$ cat src/rtl/rx_addr_filter.sv
module rx_addr_filter #(
  parameter int LEN_W = 16,
  parameter logic [LEN_W-1:0] MAX_LEN_RST = LEN_W'(1518)
) (
  input  logic        clk,
  input  logic        rst_n,
  input  logic        reg_we,
  input  logic [1:0]  reg_sel,
  input  logic [31:0] reg_wdata,
  input  logic        in_valid,
  input  logic        in_sof,
  input  logic        in_eof,
  input  logic [7:0]  in_data,
  output logic        verdict_valid,
  output logic        accept,
  output logic        len_err
);

  localparam int DA_BYTES = 6;

  logic [15:0]      sta_hi;
  logic [31:0]      sta_lo;
  logic             own_en, bc_en;
  logic [LEN_W-1:0] max_len;
  logic [LEN_W-1:0] cnt;
  logic             own_run, bc_run;

  wire [47:0]      sta     = {sta_hi, sta_lo};
  wire [LEN_W-1:0] cur_idx = in_sof ? '0 : cnt;
  wire [LEN_W-1:0] nxt_cnt = (&cur_idx) ? cur_idx : cur_idx + 1'b1;
  wire             in_da   = cur_idx < LEN_W'(DA_BYTES);
  wire             last_da = cur_idx == LEN_W'(DA_BYTES - 1);

  logic [7:0] sta_byte;
  always_comb begin
    case (cur_idx[2:0])
      3'd0:    sta_byte = sta[47:40];
      3'd1:    sta_byte = sta[39:32];
      3'd2:    sta_byte = sta[31:24];
      3'd3:    sta_byte = sta[23:16];
      3'd4:    sta_byte = sta[15:8];
      default: sta_byte = sta[7:0];
    endcase
  end

  wire own_now = (in_sof | own_run) & (in_data == sta_byte);
  wire bc_now  = (in_sof | bc_run)  & (in_data == 8'hFF);

  always_ff @(posedge clk) begin
    if (!rst_n) begin
      sta_hi  <= '0;
      sta_lo  <= '0;
      own_en  <= 1'b0;
      bc_en   <= 1'b0;
      max_len <= MAX_LEN_RST;
    end else if (reg_we) begin
      case (reg_sel)
        2'd0: sta_hi  <= reg_wdata[15:0];
        2'd1: sta_lo  <= reg_wdata;
        2'd2: begin
          own_en <= reg_wdata[1];
          bc_en  <= reg_wdata[3];
        end
        default: max_len <= reg_wdata[LEN_W-1:0];
      endcase
    end
  end

  always_ff @(posedge clk) begin
    if (!rst_n) begin
      cnt           <= '0;
      own_run       <= 1'b0;
      bc_run        <= 1'b0;
      verdict_valid <= 1'b0;
      accept        <= 1'b0;
      len_err       <= 1'b0;
    end else if (in_valid) begin
      cnt     <= nxt_cnt;
      len_err <= (len_err & ~in_sof) | (nxt_cnt > max_len);
      if (in_da) begin
        own_run <= own_now;
        bc_run  <= bc_now;
      end
      if (in_sof) begin
        verdict_valid <= 1'b0;
        accept        <= 1'b0;
      end
      if (last_da) begin
        verdict_valid <= 1'b1;
        accept        <= (own_en & own_now) | (bc_en & bc_now);
      end else if (in_eof && in_da) begin
        verdict_valid <= 1'b1;
        accept        <= 1'b0;
      end
    end
  end

endmodule


$ cat config.mk
export PLATFORM = sky130hd
export DESIGN_NAME = rx_addr_filter
export DESIGN_NICKNAME = d
export VERILOG_FILES = /design/src/rtl/rx_addr_filter.sv
export SDC_FILE = /design/constraint.sdc
export NUM_CORES = 1
export LEC_CHECK = 0
export ABC_CLOCK_PERIOD_IN_PS = 4480
export BUFFER_PORTS_ARGS = -buffer_cell sky130_fd_sc_hd__buf_4
export CAP_MARGIN = 40
export CORE_ASPECT_RATIO = 1.1
export CORE_MARGIN = 1
export CORE_UTILIZATION = 59
export CTS_BUF_LIST = sky130_fd_sc_hd__clkbuf_16
export CTS_CLUSTER_DIAMETER = 150
export DETAILED_ROUTE_END_ITERATION = 7
export PLACE_DENSITY = 0.82
export SKIP_CTS_REPAIR_TIMING = 1
export SYNTH_ARGS = -nofsm -noshare
export SYNTH_HDL_FRONTEND = slang
export SYNTH_SLANG_ARGS = --single-unit
export TNS_END_PERCENT = 5
$ cat constraint.sdc
create_clock -name clk -period 4.48 [get_ports clk]
set_input_delay 0.896 -clock clk [delete_from_list [all_inputs] [get_ports clk]]
set_output_delay 0.896 -clock clk [all_outputs]
set_load 0.01 [all_outputs]
======== Word level (Yosys, flattened, before mapping) ========
Cells that the tools add are included.
storage, ports and cells
  word-level logic and storage cells ...... 54
  input bits .............................. 48
  output and inout bits ................... 3
  register bits ........................... 87
cells by class
  bitwise operators ....................... 11
  eq/ne operators ......................... 9
  magnitude comparators ................... 2
  reductions and logical operators ........ 12
  add/sub/neg operators ................... 1
  multiplexer cells ....................... 8
operators by type and width
  kind                                                         count
  case mux 8 bit (5 select lines)                              1
  two-way mux 16 bit                                           2
  adder 16 x 1 -> 16 bit, second input constant                1
  equality test 16 x 3 -> 1 bit, second input constant         1
  > comparator 16 bit                                          1
  less-than comparator 16 x 3 -> 1 bit, second input constant  1
  AND reduction 16 bit                                         1
  AND reduction 2 bit                                          6
  equality test 8 bit                                          1
  equality test 8 bit, second input constant                   1
  equality test 3 x 2 -> 1 bit, second input constant          2
  AND 1 bit                                                    5
  two-way mux 1 bit                                            5
  bitwise OR 1 bit                                             4
  equality test 3 x 1 -> 1 bit, second input constant          1
  equality test 3 bit, second input constant                   1
  logical NOT 3 bit                                            1
  nonzero test 3 bit                                           1
  OR reduction 3 bit                                           1
  equality test 2 x 1 -> 1 bit, second input constant          1
  equality test 2 bit, second input constant                   1
  logical NOT 2 bit                                            1
  NOT 1 bit                                                    2
  logical AND 1 bit                                            1

======== Depth between registers and ports, before layout ========
Gate-level depths: netlist of the first run.
  word-level depth ........................ 8
  gate-level depth with buffers ........... 19
  depth with buffers taken out ............ 17

======== Worst setup path before layout of the first run ========
Ideal clock, no wire load.
  kind .................................... input to register
  from .................................... input port in_sof
  to ...................................... register len_err
  stages .................................. 18
  data arrival time ....................... 3.724 ns
  data required time ...................... 4.344 ns
  setup time .............................. 0.136 ns
  slack ................................... 0.620 ns
  path buffers ............................ 3
  cell sequence ........................... buf_2 -> clkbuf_1 -> nor2b_1 -> ha_1 -> nand4_1 -> nor4_4 -> buf_4 -> nor3b_1 -> xnor2_1 -> nor2_1 -> ha_1 -> a21o_1 -> a21oi_1 -> nor2b_1 -> o21ai_0 -> nand2b_1 -> a211oi_1 -> a2111oi_0
between the ends
  longest elaborated chain between the ends .. 5
  elaborated cells between the ends (all ways) .. 8
  classes of those cells .................. 1 x add/sub; 1 x order compare; 2 x mux; 3 x bitwise; 1 x reduce/logical
RTL lines
  item                                                            line  text
  from (decl)                                                     11    input logic in_sof,
  two-way mux 16 bit (*)                                          29    wire [LEN_W-1:0] cur_idx = in_sof ? '0 : cnt;
  adder 16 x 1 -> 16 bit or AND reduction 16 bit (tied branches)  30    wire [LEN_W-1:0] nxt_cnt = (&cur_idx) ? cur_idx : cur_idx + 1'b1;
  two-way mux 16 bit (*)                                          30
  via nxt_cnt[9]                                                  30
  > comparator 16 bit (*)                                         79    len_err <= (len_err & ~in_sof) | (nxt_cnt > max_len);
  bitwise OR 1 bit (*)                                            79
  to (signal assigned)                                            79
  to (decl)                                                       16    output logic len_err
The timed path passes the listed nets; every way through them passes the cells marked *.
A chain may end at the register's enable or synchronous reset.

======== Worst setup path after layout of the first run ========
Ends and elaborated chain as after synthesis.

==> flow_metrics.py, run 1 <==
metrics = {
    "floorplan": {
        "initial_utilization": 0.607,
        "die-area_sq_um": 8500,
        "die_width_um": 88.0,
        "dieHeight_um": 96.6,
        "ios": 51,
        "rows": 34,
        "core_area_sq_um": 7910,
    },
    "sta": {
        "tns_ps": 0,
        "period_share": 0.882,
        "rsz0062_at_grt": "false",
        "max_freq_ghz": 0.253,
        "final-setup-viol-count": 0,
        "finalHoldViolCount": 0,
        "drv_slew": 0,
        "hold_slack_ps": 458,
        "tightestPinTransition_ps": 827,
        "slew_headroom": 0.448,
        "min_period_ps": 3950,
        "skew_ps": 4.37,
    },
    "cts": {
        "cts_tree": "yes",
        "cts_sinks": 87,
        "path_clk_slew_ps": 60,
        "cts_root_buffer": "clkbuf_16",
        "cts-htree-levels": 3,
        "cts_buffers": 9,
        "clock_path_buffers": 2,
        "clock_latency_ps": 340,
    },
    "global_route": {
        "grt_pass1_wl_um": 21300,
        "grt_usage": 0.328,
        "antenna_found_initial": 0,
        "grt_max_degree": 38,
        "grt_pass1_vias": 4314,
        "gr-total-overflow": 0,
    },
    "place": {
        "dp.cells": 744,
        "hpwlAfterDp_um": 9710,
        "place.gp.congestion": 0.939,
        "numPortBuffers": 50,
    },
    "cells_and_area": {
        "layout_common_cells": "nand2_1, dfxtp_1, a21oi_1",
        "fin_util": 0.698,
        "drive_gt1_frac": 0.129,
        "layout_commonest_cell": "nand2_1",
        "stdcell_count": 759,
        "syn_to_final_growth_pct": 15.0,
        "n_antenna_cell": 0,
        "fill_cells": 678,
        "nets": 715,
    },
    "synthesis": {
        "avgSynthCellArea_sq_um": 7.78,
        "synth.distinct_cells": 63,
        "synthAdderAreaFrac": 0.0521,
        "synth-simple-area-share": 0.259,
        "synth_top_family_by_area": "simple AND/OR/NAND/NOR gates",
        "synth.area.mux_share": 0.0167,
        "yosysWarnings": 0,
        "synth_xor_area_frac": 0.0310,
        "ys.flop_type": "dfxtp_1",
        "async_reset_ff_frac": 0,
        "synth_nets": 685,
        "synth_edf_count": 0,
        "synth-compound-area-share": 0.222,
        "ys_seq_elements": 87,
        "netlist_area_sq_um": 4800,
        "synth_cells": 617,
        "yosysSeqAreaShare": 0.363,
    },
    "route": {
        "wl_per_cell_um": 17.8,
        "detail_route.vias_per_cell": 6.05,
        "wl_um": 13500,
        "drc": 0,
        "drt_iter0_drc": 374,
        "dr_total_vias": 4592,
        "drtAntennaViolNets": 0,
        "drt-pass1-iter-count": 7,
    },
    "critical_path": {
        "worstPathRequired_ps": 4650,
        "rrSetupSlack_ps": 790,
        "path_max_fanout": 26,
        "end_kind": "flip-flop",
        "path_class": "primary input to flip-flop",
        "worstReg2RegStart": "cnt[1]$_SDFFE_PN0P_",
        "cp-start-kind": "primary input",
        "reg2reg_depth": 15,
        "r2r_end": "len_err$_SDFFE_PN0P_",
        "cp.arrival_ps": 4120,
        "cp-startpoint": "in_sof",
    },
    "power": {
        "pwr_density_cell_nw_per_um2": 329,
        "totalPowerFinal_w": 0.00182,
        "irDropWorstVdd_uv": 244,
        "p_leak_nw": 2.18,
    },
    "min_path": {
        "whs_endpoint": "max_len[15]$_SDFFE_PN0P_",
        "min_delay_path_depth": 2,
        "min_from": "max_len[15]$_SDFFE_PN0P_",
        "hp-class": "flip-flop to flip-flop",
    },
    "run": {
        "max_cap_viol_count": 0,
    },
    "run_status": {
        "outcome": "finished, final reports clean",
    },
}
[layout make-up]
cell class              count  area (sq um)  share of cell area
clock buffers               9           225              0.0408
well taps                 108           135              0.0245
flip-flops and latches     87          1740               0.315
clock inverters             6          87.6              0.0159
repair buffers             58           443              0.0802
multi-input cells         464          2790               0.505
inverters                  27           101              0.0184
[synth_stat cells, drive strengths merged (11+ instances only)]
master  count  area, sq um
nand2     140          526
dfxtp      87         1740
a21oi      73          365
nor2       27          104
clkbuf     26         97.6
inv        26         97.6
ha         20          250
o21ai      19         95.1
nor2b      18          115
buf        13         72.6
a22oi      12         90.1
nand4      11         75.1
o211ai     11         82.6
[through the flow]
stage	instance area (sq um)	setup WS (ps)
6_report	5520	531
3_5_place_dp	5210	233
5_1_grt	5520	296
2_1_floorplan	4800	620
3_3_place_gp	5190	414
4_1_cts	5520	586
[kinds of logic (layout without fill, tap and decap cells)]
| logic type | Yosys count | count (layout) |
|---|---|---|
| mux | 8 | 8 |
| flops | 87 | 87 |
| simple gates | 256 | 256 |
| xor+xnor | 17 | 17 |
| compound gates | 163 | 163 |
| buf+inv | 66 | 100 |
| fa+ha+maj | 20 | 20 |
[how the worst max path moves through the flow]
stage	to	slack, ps	cells past startpoint
after CTS	len_err$_SDFFE_PN0P_	590	16
after detailed placement	len_err$_SDFFE_PN0P_	230	16
final	len_err$_SDFFE_PN0P_	530	16
after floorplan	len_err$_SDFFE_PN0P_	620	18
after global placement	len_err$_SDFFE_PN0P_	410	16
after global routing	len_err$_SDFFE_PN0P_	300	16
[power by group]
part / total [W] / leakage (nW) / internal, W / switching [W]
clock network: 0.000797 / 0.149 / 0.000484 / 0.000312
registers: 0.000813 / 0.707 / 0.000797 / 0.0000160
logic: 0.000209 / 1.32 / 0.0000845 / 0.000124
[routing by layer]
| metal | wire [um] | GRT usage | up-vias |
|---|---|---|---|
| li1 | - | - | 2214 |
| met1 | 5310 | 0.391 | 2148 |
| met2 | 6910 | 0.565 | 192 |
| met3 | 772 | 0.0572 | 38 |
| met4 | 529 | 0.148 | 0 |
| met5 | 0 | 0 | - |
[registers in the layout, summed over array words and instances, names as in the netlist, 16 cells and up]
signal and flops:
sta_hi 16, max_len 16, sta_lo 32, cnt 16
[critical path, stage by stage]
cell,delay (ps)
buf_4,200
nor2b_1,300
ha_1,260
nand4_1,230
nor4_4,560
nor3b_1,200
xnor2_1,190
nor2_1,60
ha_1,290
a21o_1,180
a21oi_1,130
nor2b_1,50
o21ai_0,150
nand2b_1,80
a211oi_1,220
a2111oi_0,120
Note: power is estimated with default switching activity, not from simulation.
==> run 2: changes to the inputs <==
Settings changed: MAX_ROUTING_LAYER set to met4, PLACE_DENSITY 0.82 to not set, PLACE_DENSITY_LB_ADDON set to 0.12.
==> flow_metrics.py, run 2 (synthesis gave the netlist of run 1 again) <==
metrics = {
    "sta": {
        "tns_ps": 0,
        "min_period_ps": 3730,
        "max_freq_ghz": 0.268,
        "finalHoldViolCount": 0,
        "slew_headroom": 0.476,
        "period_share": 0.833,
        "fin_ws_ps": 749,
        "drv_slew": 0,
        "rsz0062_at_grt": "false",
        "tightestPinTransition_ps": 786,
        "skew_ps": 6.02,
        "final-setup-viol-count": 0,
        "hold_slack_ps": 455,
    },
    "cts": {
        "cts_sinks": 87,
        "cts_tree": "yes",
        "clock_latency_ps": 340,
        "path_clk_slew_ps": 70,
        "cts_buffers": 9,
        "cts_root_buffer": "clkbuf_16",
        "cts-htree-levels": 3,
        "clock_path_buffers": 2,
    },
    "critical_path": {
        "critical_path_buf_inv_count": 2,
        "cp-start-kind": "primary input",
        "path_class": "primary input to flip-flop",
        "cp.arrival_ps": 3950,
        "cp-endpoint": "len_err$_SDFFE_PN0P_",
        "cp_slowest_cell": "ha_1",
        "reg2reg_depth": 15,
        "path_depth": 16,
        "end_kind": "flip-flop",
        "r2r_end": "len_err$_SDFFE_PN0P_",
        "worstReg2RegStart": "cnt[1]$_SDFFE_PN0P_",
        "max_stage_delay_ps": 310,
        "path_max_fanout": 21,
        "crit_chain": "buf_4 -> nor2b_1 -> ha_1 -> nand4_1 -> nor4_4 -> buf_4 -> nand2_1 -> o21ai_0 -> ha_1 -> nor2b_1 -> o21a_1 -> o21a_1 -> o211ai_1 -> a21boi_0 -> o31ai_1 -> a2111oi_0",
        "rrSetupSlack_ps": 980,
        "cp-startpoint": "in_sof",
        "critPathTopFamily": "simple AND/OR/NAND/NOR gates",
        "worstPathRequired_ps": 4700,
    },
    "power": {
        "irDropWorstVdd_uv": 254,
        "pwr_density_cell_nw_per_um2": 323,
        "combPwrFrac": 0.116,
        "p_leak_nw": 2.19,
        "seqPwrFrac": 0.455,
        "totalPowerFinal_w": 0.00178,
        "p_int_w": 0.00132,
        "p_switching_w": 0.000465,
        "netSwitchingFraction": 0.261,
        "pwr-share-clk": 0.429,
    },
    "route": {
        "wl_um": 13600,
        "wl_per_cell_um": 17.9,
        "drtAntennaViolNets": 0,
        "drt_iter0_drc": 345,
        "dr_total_vias": 4533,
        "drt-pass1-iter-count": 6,
        "drc": 0,
        "detail_route.vias_per_cell": 5.96,
    },
    "cells_and_area": {
        "layout_commonest_cell": "nand2_1",
        "drive_gt1_frac": 0.132,
        "fill_cells": 675,
        "layout_common_cells": "nand2_1, dfxtp_1, a21oi_1",
        "stdcell_area_sq_um": 5530,
        "regMostFlops": "sta_lo",
        "nets": 715,
        "largest_reg_flops": 32,
        "syn_to_final_growth_pct": 15.1,
        "n_antenna_cell": 0,
    },
    "global_route": {
        "grt_pass1_wl_um": 21600,
        "grt_max_degree": 51,
        "grt_util_met1": 0.385,
        "gr-total-overflow": 0,
        "grt_pass1_vias": 4425,
        "use_met3": 0.0631,
        "grt_usage": 0.343,
        "grtUsageMet2": 0.566,
        "antenna_found_initial": 0,
        "gr-max-usage-layer": "met2",
    },
    "floorplan": {
        "ios": 51,
        "die-area_sq_um": 8500,
        "dieHeight_um": 96.6,
        "die_width_um": 88.0,
        "rows": 34,
        "initial_utilization": 0.607,
        "core_area_sq_um": 7910,
    },
    "place": {
        "numPortBuffers": 50,
        "hpwlAfterDp_um": 10100,
        "post_dp_cell_area_sq_um": 5220,
        "place.gp.congestion": 0.968,
        "dp_worst_setup_slack_ps": 460,
    },
    "min_path": {
        "hp-class": "flip-flop to flip-flop",
        "min_from": "sta_lo[29]$_SDFFE_PN0P_",
    },
    "run": {
        "max_cap_viol_count": 0,
    },
    "run_status": {
        "outcome": "finished, final reports clean",
    },
}
-- run 2: changes by cell type in the layout (fill, tap and decap cells not counted) --
| cell | delta |
|---|---|
| clkinv_4 | +2 |
| clkinv_2 | +1 |
| clkinvlp_4 | -2 |
| inv_6 | +2 |
| inv_1 | -1 |
| bufinv_16 | -1 |
| buf_8 | -1 |
| buf_16 | +1 |
-- run 2: cell type report --
type / count / area [sq um] / share of cell area
clock buffer: 9 / 225 / 0.0408
clock inverter: 7 / 78.8 / 0.0143
inverter: 27 / 101 / 0.0183
multi-input combinational: 464 / 2790 / 0.505
sequential: 87 / 1740 / 0.315
tap: 108 / 135 / 0.0245
timing repair buffer: 58 / 455 / 0.0824
-- run 2: routing by layer --
layer	vias up	wire length, um
met4	0	681
met1	2122	5450
met5	-	0
met3	47	635
li1	2220	-
met2	144	6800
-- run 2: worst min-delay path: cells and delay by family (launching register included) --
| family | cells | cell delay, ps |
|---|---|---|
| flip-flops | 1 | 310 |
| AND/OR/NAND/NOR | 1 | 50 |
| AO/OA/AOI/OAI | 1 | 50 |
-- run 2: worst min path at each step --
stage,to,slack [ps],depth (start not counted)
detailed placement,sta_lo[28]$_SDFFE_PN0P_,450,2
global placement,sta_lo[26]$_SDFFE_PN0P_,440,2
floorplan,sta_lo[1]$_SDFFE_PN0P_,430,2
CTS,sta_lo[28]$_SDFFE_PN0P_,450,2
global route,max_len[13]$_SDFFE_PN0P_,470,2
finish,sta_lo[29]$_SDFFE_PN0P_,450,2
-- run 2: stage by stage --
stage	utilization	std cells
floorplan	-	617
global placement	0.656	743
detailed placement	0.660	744
CTS	0.698	760
global route	0.698	760
finish	0.698	760
-- run 2: power by group through the flow --
stage               registers (W)  logic (W)  clock network, W
floorplan                0.000823   0.000126                 0
global placement         0.000829   0.000198                 0
detailed placement       0.000830   0.000203                 0
CTS                      0.000812   0.000205          0.000773
global route             0.000814   0.000225          0.000810
finish                   0.000812   0.000207          0.000766
